**src/rtl/wt_cache.sv**
```systemverilog
module wt_cache #(
  parameter int ADDR_W  = 12,
  parameter int DATA_W  = 32,
  parameter int INDEX_W = 3,
  parameter int DEPTH   = 4
) (
  input  logic              clk,
  input  logic              rst_n,
  input  logic              cpu_req,
  input  logic              cpu_we,
  input  logic [ADDR_W-1:0] cpu_addr,
  input  logic [DATA_W-1:0] cpu_wdata,
  output logic [DATA_W-1:0] cpu_rdata,
  output logic              cpu_stall,
  output logic              mem_req,
  output logic              mem_we,
  output logic [ADDR_W-1:0] mem_addr,
  output logic [DATA_W-1:0] mem_wdata,
  input  logic              mem_ack,
  input  logic [DATA_W-1:0] mem_rdata
);

  localparam int TAG_W = ADDR_W - INDEX_W;
  localparam int LINES = 1 << INDEX_W;
  localparam int PTR_W = (DEPTH > 1) ? $clog2(DEPTH) : 1;

  logic [LINES-1:0] line_vld;
  logic [TAG_W-1:0] line_tag [LINES];
  logic [DATA_W-1:0] line_dat [LINES];

  logic [ADDR_W-1:0] wb_addr [DEPTH];
  logic [DATA_W-1:0] wb_data [DEPTH];
  logic [DEPTH-1:0]  wb_vld;
  logic [PTR_W-1:0]  wr_ptr, rd_ptr;

  logic [INDEX_W-1:0] idx, fill_idx;
  logic [TAG_W-1:0]   tag;
  logic hit, full, empty, conflict;
  logic store_go, load_miss, issue_rd, issue_wr, done, pop, fill;

  function automatic logic [PTR_W-1:0] step(input logic [PTR_W-1:0] p);
    return (p == PTR_W'(DEPTH - 1)) ? '0 : p + 1'b1;
  endfunction

  assign idx      = cpu_addr[INDEX_W-1:0];
  assign tag      = cpu_addr[ADDR_W-1:INDEX_W];
  assign fill_idx = mem_addr[INDEX_W-1:0];
  assign hit      = line_vld[idx] && (line_tag[idx] == tag);
  assign full     = &wb_vld;
  assign empty    = ~|wb_vld;

  always_comb begin
    conflict = 1'b0;
    for (int i = 0; i < DEPTH; i++)
      if (wb_vld[i] && wb_addr[i] == cpu_addr) conflict = 1'b1;
  end

  assign cpu_stall = cpu_req && (cpu_we ? full : !hit);
  assign cpu_rdata = line_dat[idx];

  assign store_go  = cpu_req && cpu_we && !full;
  assign load_miss = cpu_req && !cpu_we && !hit;
  assign issue_rd  = !mem_req && load_miss && !conflict;
  assign issue_wr  = !mem_req && !issue_rd && !empty;
  assign done      = mem_req && mem_ack;
  assign pop       = done && mem_we;
  assign fill      = done && !mem_we;

  always_ff @(posedge clk) begin
    if (!rst_n) line_vld <= '0;
    else if (fill) line_vld[fill_idx] <= 1'b1;
  end

  always_ff @(posedge clk) begin
    if (fill) begin
      line_tag[fill_idx] <= mem_addr[ADDR_W-1:INDEX_W];
      line_dat[fill_idx] <= mem_rdata;
    end else if (store_go && hit) begin
      line_dat[idx] <= cpu_wdata;
    end
  end

  always_ff @(posedge clk) begin
    if (!rst_n) begin
      wb_vld <= '0;
      wr_ptr <= '0;
      rd_ptr <= '0;
    end else begin
      if (pop) begin
        wb_vld[rd_ptr] <= 1'b0;
        rd_ptr <= step(rd_ptr);
      end
      if (store_go) begin
        wb_vld[wr_ptr] <= 1'b1;
        wr_ptr <= step(wr_ptr);
      end
    end
  end

  always_ff @(posedge clk) begin
    if (store_go) begin
      wb_addr[wr_ptr] <= cpu_addr;
      wb_data[wr_ptr] <= cpu_wdata;
    end
  end

  always_ff @(posedge clk) begin
    if (!rst_n) begin
      mem_req   <= 1'b0;
      mem_we    <= 1'b0;
      mem_addr  <= '0;
      mem_wdata <= '0;
    end else if (done) begin
      mem_req <= 1'b0;
    end else if (issue_rd) begin
      mem_req  <= 1'b1;
      mem_we   <= 1'b0;
      mem_addr <= cpu_addr;
    end else if (issue_wr) begin
      mem_req   <= 1'b1;
      mem_we    <= 1'b1;
      mem_addr  <= wb_addr[rd_ptr];
      mem_wdata <= wb_data[rd_ptr];
    end
  end

endmodule

```
**config.mk**
```make
export PLATFORM = sky130hd
export DESIGN_NAME = wt_cache
export DESIGN_NICKNAME = d
export VERILOG_FILES = /design/src/rtl/wt_cache.sv
export SDC_FILE = /design/constraint.sdc
export NUM_CORES = 1
export LEC_CHECK = 0
export BUFFER_PORTS_ARGS = -buffer_cell sky130_fd_sc_hd__buf_2
export CORE_MARGIN = 5
export CORE_UTILIZATION = 65
export DETAILED_ROUTE_END_ITERATION = 6
export PLACE_DENSITY_LB_ADDON = 0.2
export RECOVER_POWER = 100
export SETUP_SLACK_MARGIN = 0.3
export SLEW_MARGIN = 20
export SYNTH_ARGS = -nofsm -noshare
export SYNTH_HDL_FRONTEND = slang
export SYNTH_SLANG_ARGS = --single-unit
```
**constraint.sdc**
```tcl
create_clock -name clk -period 13.8 [get_ports clk]
set_clock_uncertainty 0.2 [all_clocks]
set_input_delay 1.38 -clock clk [delete_from_list [all_inputs] [get_ports clk]]
set_output_delay 1.38 -clock clk [all_outputs]
set_load 0.01 [all_outputs]
```
==> impl_metrics.json, run 1 <==
{
  "crit_required_ps": 12220,
  "gp_congestion": 0.787,
  "max-slew-margin-rel": -1.56,
  "synth_area_leaders": "edfxtp_1 68%, mux4_2 12%, dfxtp_1 5.7%",
  "ir_worst_vdd_uv": 108,
  "synth_area_mm2": 0.0224,
  "worst-path-buf-inv": 4,
  "yosysSeqAreaShare": 0.734,
  "status": "complete, but fails checks",
  "drv_cap": 11,
  "internal_power_mw": 2.96,
  "antenna_found_initial": 3,
  "final_util": 0.742,
  "grt_pass1_wl_um": 77700,
  "synth_top_area_frac": 0.677,
  "ys_warn_count": 0,
  "finalWirelength_um": 51800,
  "route.vias.total": 11700,
  "post_dp_cell_area_mm2": 0.0237,
  "fin_area_mm2": 0.0254,
  "total_power_mw": 3.74,
  "ys_types": 42,
  "ctsLongestPathBuffers": 3,
  "grt_pass1_vias": 12200,
  "fin_nets": 1376,
  "io_buffers": 159,
  "grt_max_degree": 75,
  "die_x_um": 195,
  "crit_family": "buffers and inverters",
  "rrSetupSlack_ps": 8940,
  "holdCritPathClass": "reg2reg",
  "worstPathCellList": "clkbuf_1 > buf_6 > mux2i_1 > a22oi_1 > and3_1 > o2111ai_1 > nor4_4 > clkbuf_1 > mux2i_1 > and2_0 > buf_2",
  "seqPwrFrac": 0.518,
  "dp_cells": 1684,
  "cts_root_buffer": "clkbuf_16",
  "rows": 68,
  "yosys.area.top_type": "edfxtp_1",
  "hold_violations": 0,
  "synth_nets": 1198,
  "cts_tree": "done",
  "postCtsHoldBufs": 0,
  "grt_setup_unrepaired": "false",
  "worstMarginPinSlew_ps": 3840,
  "final_max_slew_viol_count": 327,
  "powerDensity_mw_per_mm2": 147,
  "switching_power_mw": 0.780,
  "path_class": "in2out",
  "ant_nets": 0,
  "cp_slowest_cell": "clkbuf_1",
  "drt_drc_violations_left": 0,
  "core_mm2": 0.0343,
  "synth_edf_count": 504,
  "detail_route.vias_per_cell": 6.53,
  "layout-drive-gt1-share": 0.224,
  "switching_share": 0.208,
  "startpoint_type": "primary input",
  "p_clk_frac": 0.425,
  "fmax_mhz": 111,
  "synth-seq-cells": 568,
  "numCtsBuffers": 55,
  "period_needed_ps": 8980,
  "first_pass_iters": 6,
  "async_reset_ff_frac": 0,
  "boundaryPins": 160,
  "violations": "max-capacitance violations, max-slew violations",
  "cts.sinks": 568,
  "wl_per_cell_um": 28.9,
  "dieArea_mm2": 0.0382,
  "die_y_um": 195,
  "syn2layout_area_growth_pct": 13.8,
  "max_stage_delay_ps": 2550,
  "instances_no_fill": 1790,
  "hpwl_um": 30500,
  "track_usage": 0.275,
  "setup_viol": 0,
  "critPathCaptureType": "output pin",
  "post_cts_buffers": 0,
  "setup_tns_ps": 0,
  "htreeDepth": 2,
  "avgSynthCellArea_um2": 20.2,
  "post_cts_resized": 0,
  "drt_iter0_markers": 1165,
  "p_comb_frac": 0.057,
  "fin_crit_sh": 0.651,
  "path_clk_slew_ps": 60,
  "critPathMaxFanout": 54,
  "leakage_nw": 8.21,
  "worstSkewPairLatency_ps": 580,
  "initial_utilization": 0.652,
  "grt_overflow": 0,
  "yosys_most_used_dff": "edfxtp_1",
  "syn_inst": 1109,
  "cp.arrival_ps": 7400
}
[sequential cells by signal, summed over array words and instances (netlist names), named ones only]
name       flops
mem_addr      12
wr_ptr         2
wb_vld         4
line_vld       8
wb_addr       48
line_tag      72
mem_req        1
wb_data      128
mem_wdata     32
rd_ptr         2
mem_we         1
line_dat     256
[per-layer routing]
metal  track usage  part of all wire  wire length, um
met3        0.0516             0.089             4620
met2         0.449              0.51            26300
met1         0.387              0.38            19800
met4        0.0812             0.022             1140
met5             0           0.00025               13
[layout by cell type, fill, tap and decap left out, types with 4 or more instances in the layout]
master	instances
a21oi_1	10
xnor2_1	27
ha_1	8
mux2_1	48
clkinv_2	8
mux2_2	16
bufinv_16	12
nand2_1	10
and3_1	5
dfxtp_1	62
edfxtp_1	504
nand2b_1	6
buf_4	13
xor2_1	26
o21bai_2	7
mux4_2	122
nor4_1	8
nor2_1	40
nand4_1	7
clkbuf_1	126
and2_0	5
buf_2	52
a22oi_1	6
o21ai_0	16
mux2i_1	34
o311a_1	13
a32o_1	32
clkbuf_16	56
inv_1	4
clkinv_1	18
[worst reg2reg max path, delay by kind of cell (launching register included)]
kind / cells / cell delay (ps)
and+or+nand+nor: 2 / 450
xor gates and xnor gates: 1 / 260
DFF: 1 / 420
muxes: 2 / 710
buffers and inverters: 3 / 1920
AOI/OAI and AO/OA: 2 / 520
[synth_stat cells, types with 2 or more instances]
cell / instances
a21oi_1: 10
a22oi_1: 6
a32o_1: 32
a41oi_1: 2
and2_1: 8
and3_1: 5
buf_1: 3
buf_2: 18
buf_6: 6
clkbuf_1: 39
dfxtp_1: 64
edfxtp_1: 504
ha_1: 8
inv_1: 4
mux2_1: 32
mux2_2: 32
mux2i_1: 34
mux4_2: 122
nand2_1: 10
nand2b_1: 6
nand3_1: 2
nand4_1: 7
nor2_1: 40
nor2b_1: 2
nor3_1: 3
nor4_1: 8
o21ai_0: 16
o21ai_1: 2
o21bai_1: 8
o311a_1: 13
xnor2_1: 27
xor2_1: 26
[path summary, 6_finish.rpt]
check | start | depth (start not counted) | end
worst min-delay path | line_vld[4] | 2 | line_vld[4]
worst max register to register | line_tag[3][2] | 10 | line_dat[5][2]
worst max-delay path | cpu_addr[0] | 11 | cpu_stall
worst min register to register | line_vld[4] | 2 | line_vld[4]
[metrics by stage]
stage | setup slack [ps] | hold slack (ps)
4_1_cts | 7400 | 274
6_report | 4820 | 273
5_1_grt | 4020 | 306
3_3_place_gp | 7510 | 246
2_1_floorplan | 8430 | 235
3_5_place_dp | 7470 | 258
[kinds of logic (layout without fill, tap and decap cells)]
family	Yosys count	in the layout	synth area share
other	0	2	0
AOI/OAI and AO/OA	92	92	0.0335
DFF	568	568	0.734
muxes	220	220	0.170
buffers and inverters	73	297	0.0155
adders and majority gates	8	8	0.00448
xor gates and xnor gates	53	53	0.0208
and+or+nand+nor	95	95	0.0210
[power groups by stage]
stage | Combinational (mW) | Sequential [mW] | Clock (mW)
floorplan | 0.130 | 1.97 | 0
finish | 0.214 | 1.94 | 1.59
global route | 0.232 | 1.94 | 1.69
global placement | 0.213 | 1.97 | 0
detailed placement | 0.218 | 1.97 | 0
CTS | 0.221 | 1.94 | 1.61
[final cells by class]
type | instances | area [um2]
fillers | 1964 | 8860
repair buffers | 189 | 855
multi-input cells | 468 | 5630
clock buffers | 60 | 1420
well taps | 455 | 569
inverters | 5 | 18.8
flip-flops and latches | 568 | 16400
diodes | 2 | 5.00
clock inverters | 43 | 520
Note: power is estimated with default switching activity, not from simulation.
==> run 2, diff against run 1 <==
Settings changed: ABC_AREA set to 1, CORE_UTILIZATION 65 to 60.
Clock period 13.8 ns to 8.4 ns, I/O delays scaled along.
==> run 2 against run 1 <==
Net effect:
- critical path depth up 3
- combinational power up 110%
- the run still ends with max-capacitance violations, max-slew violations left
- sequential power grew 65%
- die area up 12%
- final cell count increased by 54%
- critical path type is now in2reg
- sequential share of layout area decreased by 2.1 points
- total power is 65% higher
- global-route usage down 1.1 points
- largest cell class unchanged
- sequential cell count unchanged
==> impl_metrics.json, run 2 <==
{
  "synthMostInstantiatedCell": "edfxtp_1",
  "synth_edf_count": 504,
  "die_x_um": 207,
  "violations": "max-capacitance violations, max-slew violations",
  "antenna_found_initial": 2,
  "numCtsBuffers": 56,
  "worst-path-buf-inv": 4,
  "io_buffers": 159,
  "ant_nets": 0,
  "syn2layout_area_growth_pct": 12.7,
  "finalWirelength_um": 58500,
  "post_cts_resized": 0,
  "avgSynthCellArea_um2": 11.2,
  "boundaryPins": 160,
  "drv_cap": 7,
  "grt_max_degree": 102,
  "leakage_nw": 9.23,
  "post_cts_buffers": 0,
  "critPathCaptureType": "flip-flop",
  "grt_overflow": 0,
  "cts_tree": "done",
  "yosys.area.top_type": "edfxtp_1",
  "initial_utilization": 0.605,
  "dp_worst_setup_slack_ps": 2460,
  "route.vias.total": 16200,
  "grt_pass1_vias": 15900,
  "worstSkewPairLatency_ps": 600,
  "max-slew-margin-rel": -1.11,
  "status": "complete, but fails checks",
  "setup_viol": 0,
  "yosys_most_used_dff": "edfxtp_1",
  "worstMarginPinSlew_ps": 3170,
  "hold_violations": 0,
  "cp.arrival_ps": 6650,
  "crit_family": "simple AND/OR/NAND/NOR gates",
  "fin_ws_ps": 1850,
  "top_register": "line_dat",
  "crit_required_ps": 8490,
  "synth_top_area_frac": 0.649,
  "ctsLongestPathBuffers": 3,
  "postCtsHoldBufs": 0,
  "htreeDepth": 2,
  "holdWs_ps": 260,
  "grt_setup_unrepaired": "false",
  "fin_nets": 2286,
  "path_class": "in2reg",
  "largest_reg_flops": 256,
  "layout-drive-gt1-share": 0.0717,
  "hpwl_um": 34500,
  "async_reset_ff_frac": 0,
  "final_max_slew_viol_count": 349,
  "period_needed_ps": 6550,
  "first_pass_iters": 6,
  "track_usage": 0.263,
  "powerDensity_mw_per_mm2": 235,
  "setup_tns_ps": 0,
  "final_common_cell": "edfxtp_1",
  "syn_inst": 2078,
  "rrSetupSlack_ps": 3160,
  "fmax_mhz": 153,
  "ir_worst_vdd_uv": 186,
  "drt_iter0_markers": 1697,
  "synth-seq-cells": 568,
  "startpoint_type": "primary input",
  "ys_top_cells_by_count": "504 x edfxtp_1, 435 x nor2_1, 257 x o21ai_0, 231 x nand2_1, 105 x inv_1",
  "path_clk_slew_ps": 60,
  "synth_area_mm2": 0.0233,
  "detail_route.vias_per_cell": 5.85,
  "synth_area_leaders": "edfxtp_1 65%, nor2_1 7.0%, o21ai_0 5.5%",
  "gp_congestion": 0.889,
  "rows": 72,
  "ys_warn_count": 0,
  "synth_nets": 2167,
  "holdCritPathClass": "reg2reg",
  "core_mm2": 0.0386,
  "worstPathCellList": "clkbuf_1 > inv_1 > nor2_1 > o21ai_1 > nand3_1 > nand3_1 > nand2_1 > nand2_1 > nor2_1 > nand3_1 > o21ai_1 > inv_1 > nor2_1 > buf_12",
  "dieArea_mm2": 0.0429,
  "total_power_mw": 6.19,
  "cts_root_buffer": "clkbuf_16",
  "dp_cells": 2650,
  "instances_no_fill": 2763,
  "die_y_um": 207,
  "ys_types": 38,
  "max_stage_delay_ps": 1140,
  "cp_slowest_cell": "clkbuf_1",
  "grt_pass1_wl_um": 89600,
  "final_cell_mix": "504 x edfxtp_1, 427 x nor2_1, 268 x o21ai_0, 232 x nand2_1, 146 x clkbuf_1",
  "critPathMaxFanout": 30,
  "cts.sinks": 568,
  "drt_drc_violations_left": 0,
  "yosysSeqAreaShare": 0.704,
  "wl_per_cell_um": 21.2,
  "fin_crit_sh": 0.780,
  "top_regs": "line_dat (256), wb_data (128), line_tag (72)"
}
[run 2: cell count changes after synthesis, moves of 34 or more]
cell | previous run | this run
nor2_1 | 40 | 435
o21ai_0 | 16 | 257
nand2_1 | 10 | 231
mux4_2 | 122 | 0
inv_1 | 4 | 105
nand3_1 | 2 | 97
o22ai_1 | 0 | 79
clkbuf_1 | 39 | 78
a21oi_1 | 10 | 44
mux2i_1 | 34 | 0
[run 2: final timing paths]
kind,startpoint,endpoint,cells past startpoint
worst min register to register,mem_wdata[25],mem_wdata[25],2
worst min-delay path,mem_wdata[25],mem_wdata[25],2
worst max register to register,rd_ptr[0],mem_wdata[22],7
worst max-delay path,cpu_addr[1],line_dat[6][19],14
[run 2: cell type report]
cell class                      instances  area (um2)
Clock inverter                         30         360
Multi-Input combinational cell       1274        5970
Tap cell                              518         648
Timing Repair Buffer                  186         957
Inverter                              111         419
Fill cell                            2944       12300
Antenna cell                            1        2.50
Sequential cell                       568       16400
Clock buffer                           75        1510
[run 2: cells by family after synthesis]
group                      Yosys count  share of synthesized area
AOI/OAI and AO/OA                  445                      0.103
xor gates and xnor gates            19                    0.00714
adders and majority gates            8                    0.00429
buffers and inverters              236                     0.0424
DFF                                568                      0.704
and+or+nand+nor                    802                      0.139
[run 2: where the power goes]
group,switching [mW],total (mW),internal (mW)
Clock,1.03,2.53,1.51
Combinational,0.321,0.447,0.126
Sequential,0.0510,3.21,3.16
[run 2: tightest hold or removal path: cells and delay by family, from the launching register on]
kind             cells  cell delay (ps)
flip-flops           1              310
AO/OA/AOI/OAI        1               50
AND/OR/NAND/NOR      1               60
[run 2: stage by stage]
stage                      util  cell area (um2)
after global placement    0.633            24400
final                     0.682            26300
after CTS                 0.682            26300
after floorplan               -            23300
after global routing      0.682            26300
after detailed placement  0.634            24400
[run 2: metal layers]
layer,wire length (um),part of all wire,global-route usage
met1,22900,0.39,0.349
met4,2090,0.036,0.0980
met2,29100,0.50,0.447
met5,13,0.00022,0
met3,4350,0.074,0.0401
